[src/rtl/bnp_pkg.sv]
package bnp_pkg;
  localparam int unsigned BNP_STAGES = 8;
  localparam int unsigned BNP_TALLY_W = 16;

  typedef enum logic [1:0] {
    REG_CTRL   = 2'd0,
    REG_CFG    = 2'd1,
    REG_RESULT = 2'd2
  } bnp_reg_e;
endpackage

[src/rtl/bnp_window_timer.sv]
module bnp_window_timer #(
  parameter int unsigned TW = 16
) (
  input  logic          clk,
  input  logic          rst,
  input  logic          start,
  input  logic          run,
  input  logic [TW-1:0] len_m1,
  output logic          win_end,
  output logic          short_win
);
  logic [TW-1:0] cyc_q;

  always_ff @(posedge clk) begin
    if (rst || start) begin
      cyc_q <= '0;
    end else if (run) begin
      if (cyc_q == len_m1) cyc_q <= '0;
      else                 cyc_q <= cyc_q + TW'(1);
    end
  end

  assign win_end   = run && (cyc_q == len_m1);
  assign short_win = (len_m1 < TW'(2));

  AST_CYC_BOUND: assert property (@(posedge clk) disable iff (rst || start)
    run |-> (cyc_q <= len_m1));
endmodule

[src/rtl/bnp_stage_arbiter.sv]
module bnp_stage_arbiter #(
  parameter int unsigned NSTAGE = 8,
  parameter int unsigned TW     = 16
) (
  input  logic              clk,
  input  logic              rst,
  input  logic              start,
  input  logic              run,
  input  logic              win_go,
  input  logic              short_win,
  input  logic [NSTAGE-1:0] busy,
  output logic [NSTAGE-1:0] grant
);
  localparam int unsigned CW = TW + 1;
  localparam int unsigned SW = $clog2(NSTAGE);

  logic [CW-1:0] cnt_q [NSTAGE];
  logic [CW-1:0] eff   [NSTAGE];
  logic [SW-1:0] best_idx;
  logic [CW-1:0] best_val;
  logic [NSTAGE-1:0] pick;

  for (genvar i = 0; i < NSTAGE; i++) begin : g_cnt
    always_ff @(posedge clk) begin
      if (rst || start || win_go) cnt_q[i] <= '0;
      else if (run && busy[i])    cnt_q[i] <= cnt_q[i] + CW'(1);
    end
    assign eff[i] = cnt_q[i] + CW'(busy[i]);
  end

  always_comb begin
    best_idx = '0;
    best_val = eff[0];
    for (int i = 1; i < NSTAGE; i++) begin
      if (eff[i] > best_val) begin
        best_val = eff[i];
        best_idx = SW'(i);
      end
    end
    for (int i = 0; i < NSTAGE; i++) pick[i] = (best_idx == SW'(i));
  end

  assign grant = !win_go ? '0 : (short_win ? NSTAGE'(1) : pick);

  AST_ONE_GRANT: assert property (@(posedge clk) disable iff (rst)
    win_go |-> $onehot(grant));
  AST_IDLE_NO_GRANT: assert property (@(posedge clk) disable iff (rst)
    !win_go |-> (grant == '0));
  AST_SHORT_STAGE0: assert property (@(posedge clk) disable iff (rst)
    (win_go && short_win) |-> grant[0]);
endmodule

[src/rtl/bnp_tally_bank.sv]
module bnp_tally_bank #(
  parameter int unsigned NSTAGE = 8,
  parameter int unsigned TW     = 16
) (
  input  logic              clk,
  input  logic              rst,
  input  logic              clr,
  input  logic [NSTAGE-1:0] grant,
  input  logic              rd_adv,
  output logic [TW-1:0]     total,
  output logic [2*TW-1:0]   rd_word
);
  localparam int unsigned NW   = NSTAGE / 2;
  localparam int unsigned PW   = $clog2(NW);
  localparam int unsigned SUMW = TW + $clog2(NSTAGE);

  logic [TW-1:0]   tally_q [NSTAGE];
  logic [TW-1:0]   total_q;
  logic [PW-1:0]   ptr_q;
  logic [2*TW-1:0] words   [NW];
  logic            credit;
  logic            wrap;

  assign credit = |grant;
  assign wrap   = credit && (total_q == {TW{1'b1}});

  always_ff @(posedge clk) begin
    if (rst || clr)  total_q <= '0;
    else if (credit) total_q <= total_q + TW'(1);
  end

  for (genvar i = 0; i < NSTAGE; i++) begin : g_tally
    always_ff @(posedge clk) begin
      if (rst || clr || wrap) tally_q[i] <= '0;
      else if (grant[i])      tally_q[i] <= tally_q[i] + TW'(1);
    end
  end

  for (genvar w = 0; w < NW; w++) begin : g_word
    assign words[w] = {tally_q[2*w+1], tally_q[2*w]};
  end

  always_ff @(posedge clk) begin
    if (rst || clr)  ptr_q <= '0;
    else if (rd_adv) ptr_q <= ptr_q + PW'(1);
  end

  assign total   = total_q;
  assign rd_word = words[ptr_q];

  logic [SUMW-1:0] tsum;
  always_comb begin
    tsum = '0;
    for (int i = 0; i < NSTAGE; i++) tsum = tsum + SUMW'(tally_q[i]);
  end

  AST_SUM_TOTAL: assert property (@(posedge clk) disable iff (rst)
    tsum == SUMW'(total_q));
  AST_WRAP_CLEAR: assert property (@(posedge clk) disable iff (rst)
    (wrap && !clr) |=> (total_q == '0));
  AST_PTR_STEP: assert property (@(posedge clk) disable iff (rst)
    (rd_adv && !clr) |=> (ptr_q == $past(ptr_q) + PW'(1)));
endmodule

[src/rtl/bneck_profiler.sv]
module bneck_profiler
  import bnp_pkg::*;
#(
  parameter int unsigned NSTAGE = BNP_STAGES,
  parameter int unsigned TW     = BNP_TALLY_W
) (
  input  logic              clk,
  input  logic              rst,
  input  logic              bus_wr,
  input  logic              bus_rd,
  input  logic [1:0]        bus_addr,
  input  logic [2*TW-1:0]   bus_wdata,
  output logic [2*TW-1:0]   bus_rdata,
  input  logic [NSTAGE-1:0] stage_busy,
  output logic              run_active
);
  localparam int unsigned DW = 2 * TW;

  logic [DW-1:0] cfg_q;
  logic [TW-1:0] tgt_q, len_m1_q;
  logic          run_q;
  logic          start, stop_wr, res_rd;
  logic          win_end, win_go, short_win;
  logic          fix_done, cont_done;
  logic [NSTAGE-1:0] grant;
  logic [TW-1:0] total;
  logic [DW-1:0] rd_word;

  assign start   = bus_wr && (bus_addr == REG_CTRL) &&  bus_wdata[0];
  assign stop_wr = bus_wr && (bus_addr == REG_CTRL) && !bus_wdata[0];
  assign res_rd  = bus_rd && (bus_addr == REG_RESULT);
  assign win_go  = win_end && !start;

  assign fix_done  = win_go && (tgt_q != '0) && ((total + TW'(1)) == tgt_q);
  assign cont_done = run_q && (tgt_q == '0) && res_rd;

  always_ff @(posedge clk) begin
    if (rst) begin
      cfg_q    <= '0;
      tgt_q    <= '0;
      len_m1_q <= '0;
      run_q    <= 1'b0;
    end else begin
      if (bus_wr && (bus_addr == REG_CFG)) cfg_q <= bus_wdata;
      if (start) begin
        tgt_q    <= cfg_q[TW-1:0];
        len_m1_q <= cfg_q[DW-1:TW];
        run_q    <= 1'b1;
      end else if (stop_wr || fix_done || cont_done) begin
        run_q    <= 1'b0;
      end
    end
  end

  always_ff @(posedge clk) begin
    if (rst) begin
      bus_rdata <= '0;
    end else if (bus_rd) begin
      case (bus_addr)
        REG_CTRL:   bus_rdata <= DW'(run_q);
        REG_CFG:    bus_rdata <= cfg_q;
        REG_RESULT: bus_rdata <= rd_word;
        default:    bus_rdata <= '0;
      endcase
    end
  end

  assign run_active = run_q;

  bnp_window_timer #(.TW(TW)) u_timer (
    .clk(clk), .rst(rst), .start(start), .run(run_q),
    .len_m1(len_m1_q), .win_end(win_end), .short_win(short_win)
  );

  bnp_stage_arbiter #(.NSTAGE(NSTAGE), .TW(TW)) u_arb (
    .clk(clk), .rst(rst), .start(start), .run(run_q), .win_go(win_go),
    .short_win(short_win), .busy(stage_busy), .grant(grant)
  );

  bnp_tally_bank #(.NSTAGE(NSTAGE), .TW(TW)) u_bank (
    .clk(clk), .rst(rst), .clr(start), .grant(grant), .rd_adv(res_rd),
    .total(total), .rd_word(rd_word)
  );

  AST_START_RUNS: assert property (@(posedge clk) disable iff (rst)
    start |=> run_q);
  AST_FIXED_BOUND: assert property (@(posedge clk) disable iff (rst)
    (run_q && tgt_q != '0) |-> (total < tgt_q));
  AST_ABORT_STOP: assert property (@(posedge clk) disable iff (rst)
    stop_wr |=> !run_q);
  AST_CONT_STOP: assert property (@(posedge clk) disable iff (rst)
    (cont_done && !start) |=> !run_q);
  AST_RDATA_HOLD: assert property (@(posedge clk) disable iff (rst)
    !bus_rd |=> $stable(bus_rdata));
endmodule

[config.mk]
export PLATFORM = sky130hd
export DESIGN_NAME = bneck_profiler
export DESIGN_NICKNAME = d
export VERILOG_FILES = /design/src/rtl/bnp_pkg.sv /design/src/rtl/bnp_window_timer.sv /design/src/rtl/bnp_stage_arbiter.sv /design/src/rtl/bnp_tally_bank.sv /design/src/rtl/bneck_profiler.sv
export SDC_FILE = /design/constraint.sdc
export NUM_CORES = 1
export LEC_CHECK = 0
export CAP_MARGIN = 30
export CORE_MARGIN = 2
export CORE_UTILIZATION = 68
export DETAILED_ROUTE_END_ITERATION = 10
export PLACE_DENSITY = 0.95
export SLEW_MARGIN = 5
export SYNTH_ARGS = -nofsm -noshare
export SYNTH_HDL_FRONTEND = slang
export SYNTH_SLANG_ARGS = --single-unit
[constraint.sdc]
create_clock -name clk -period 37.8 [get_ports clk]
set_input_delay 5.67 -clock clk [delete_from_list [all_inputs] [get_ports clk]]
set_output_delay 5.67 -clock clk [all_outputs]
set_load 0.02 [all_outputs]
==> key figures <==
Cells and area
  • Layout net count: 3138
  • Reg area: 0.0106 mm²
  • Finished Core Util: 75.8%
  • Area Growth Syn to Fin: 9.85%
  • Share of cells above drive strength 1: 6.05%
  • Layout fillers: 2339
  • Area of the multi-input gates: 0.0152 mm²

Yosys
  • Mapped Area: 0.0267 mm²
  • Cells after Synth: 2944
  • Area share of the largest cell type after synthesis: 29.7%
  • Synth Area in Simple Gates: 23.5%
  • Top_reg_cell synth: edfxtp_1
  • Area share of xor/xnor cells in the synthesized design: 13.8%
  • Synth area leader: edfxtp_1
  • Seq/Total Area, Yosys: 39.6%
  • Largest family of logic cells by synthesized area: simple AND/OR/NAND/NOR gates
  • Post-synth cell types: 77
  • Async SR Flop Fraction: 0%
  • Syn Nets: 3143
  • Top cells by area, synth: edfxtp_1, dfxtp_1, ha_1
  • Post-synthesis mux area share: 3.62%
  • Number of synthesized flops with an enable pin: 264
  • Most frequent cell after synthesis: nor2_1
  • Top cells by count, synth: nor2_1, nand2_1, edfxtp_1
  • Post-synthesis compound-gate area fraction: 8.83%
  • Synth Area in Adders: 7.18%
  • Yosys warns: 0
  • Flop and latch count out of synthesis: 395
  • Syn_area_per_cell: 9.05 µm²

Worst setup path
  • Critical path arrival: 23.68 ns
  • CP startpoint kind: input port
  • CP Class: input port to flip-flop
  • CP max stage delay: 0.94 ns
  • CP most frequent cell: ha_1
  • Cell count along the critical path: 65
  • CP max FO: 36
  • Worst Setup End Kind: flip-flop
  • CP bufs+invs: 6
  • Worst reg-to-reg path cell count: 64
  • Top delay family on crit path: compound AO/OA/AOI/OAI gates
  • WP data required: 37.93 ns
  • Highest-delay cell along the critical path: o41ai_4

Drt
  • Drt total wl: 78.6 mm
  • Starting DRC count in detailed routing: 3478
  • DR DRC count: 0
  • Wire per inst: 22.5 µm
  • Drt pass-1 iters: 9
  • Post-route antenna net violation count: 0
  • Via density: 6.79
  • Vias: 23737

CTS
  • Depth of the CTS H-tree: 2
  • CTS Buf Count: 43
  • Clock latency on the worst-skew pair: 0.59 ns
  • CTS sink count: 395
  • Hold buffers post-CTS: 0
  • Post-CTS sizing: 0
  • Clock Tree Buf Depth: 3
  • CTS tree: yes
  • Clock Pin Slew Worst Setup and Hold Paths: 0.06 ns
  • Clk root buf: clkbuf_16
  • Setup Buffers After CTS: 0

STA
  • Slew margin rel.: 32.4%
  • Setup Skew: 0.0184 ns
  • Min Tclk post-route: 23.55 ns
  • RSZ-0062 raised after global routing: no
  • Max Freq: 42.5 MHz
  • Final Max Tran Viols: 0
  • Endpoints failing hold: 0
  • # setup viols final: 0
  • Slew @ Worst Pin: 1.01 ns
  • Aggregate negative setup slack: 0 ns
  • Hold WS: 0.486 ns
  • Period utilization: 62.3%

Run
  • Max_cap viols: 0

Global route
  • Initial antenna violation count: 1
  • GRT Residual Overflow: 0
  • Total GRT Usage: 37.7%
  • Largest net degree at the start of global routing: 100
  • First-pass GRT wire length: 123 mm
  • Vias in the first global route: 22876

Placed design
  • DPL Wire Length: 53.0 mm
  • Placer congestion estimate: 0.996
  • Number of port buffers: 78

Die
  • Die height: 202 µm
  • Rows: 72
  • Core area: 0.0386 mm²
  • Initial cell density of the core: 69.0%
  • Die W: 202 µm
  • IO Pins: 79
  • Die ar.: 0.0408 mm²

Power and ir drop
  • Peak supply drop: 0.0000546 V
  • Pleak: 0.0105 µW
  • Power per cell area: 49.3 mW/mm²
  • Final Power: 1440 µW

Min path
  • Hold crit path type: flip-flop to flip-flop
  • Hold depth: 2

Status
  • Status: finished, final reports clean
final timing paths:
path,slack (ns),from,to
worst max-delay path,14.25,stage_busy[0],u_bank.tally_q[0][5]
worst min-delay path,0.49,cfg_q[5],cfg_q[5]
worst max register to register,19.48,u_arb.cnt_q[0][17],u_bank.tally_q[0][5]
worst min register to register,0.49,cfg_q[5],cfg_q[5]
cell type report:
cell class	instances	area share, %
inverters	71	0.910
diodes	3	0.0256
clock inverters	21	0.816
clock buffers	59	4.27
well taps	518	2.21
multi-input cells	2322	52.0
repair buffers	106	3.72
flip-flops and latches	395	36.0
placed cells by master (no fill, tap or decap), types with 38 or more instances in the layout:
cell	netlist	layout
nand4_1	92	92
nor2_1	488	488
edfxtp_1	264	264
a211oi_1	38	38
nand2_1	331	331
inv_1	71	71
xnor2_1	208	208
clkbuf_16	0	47
nor3_1	44	44
and3_1	43	43
nand3_1	175	175
clkdlybuf4s50_1	0	76
ha_1	153	153
dfxtp_1	131	130
a21o_1	41	41
a21oi_1	109	109
xor2_1	213	213
flip-flops by register name (all words and copies together) (netlist names):
name            flops
u_bank.ptr_q        2
u_bank.tally_q    128
u_timer.cyc_q      16
u_bank.total       16
bus_rdata          32
cfg_q              32
u_arb.cnt_q       136
tgt_q              16
len_m1_q           16
run_active          1
worst min-delay path, stage by stage (launching register included):
cell and delay, ns:
dfxtp_1 0.32, nand2_1 0.06, a21oi_1 0.06
kinds of logic after synthesis:
group	after synthesis
AND/OR/NAND/NOR	1338
multiplexers	56
adder cells (fa/ha/maj)	153
XOR/XNOR	421
buffers and inverters	227
AO/OA/AOI/OAI	354
flip-flops	395
power by group:
| group | internal, µW | leakage [µW] | switching (µW) | total, µW |
|---|---|---|---|---|
| Clock | 256 | 0.000729 | 190 | 447 |
| Sequential | 480 | 0.00382 | 28.8 | 509 |
| Combinational | 189 | 0.00596 | 298 | 487 |
| Total | 926 | 0.0105 | 517 | 1440 |
routing by layer:
layer	up-vias	track usage [%]	wire, µm
met3	434	7.88	9030
met2	1806	60.8	36200
met1	11122	48.7	29100
met5	-	0	13
li1	10373	-	-
met4	2	17.9	4310
stage by stage:
step,setup WS (ns),std cells,instance area (µm²)
floorplan,16.28,2944,26700
global placement,14.40,3405,27600
detailed placement,14.35,3410,27700
CTS,14.81,3490,29200
global route,13.34,3492,29300
finish,14.25,3495,29300
Power figures use the tool's default switching activity.
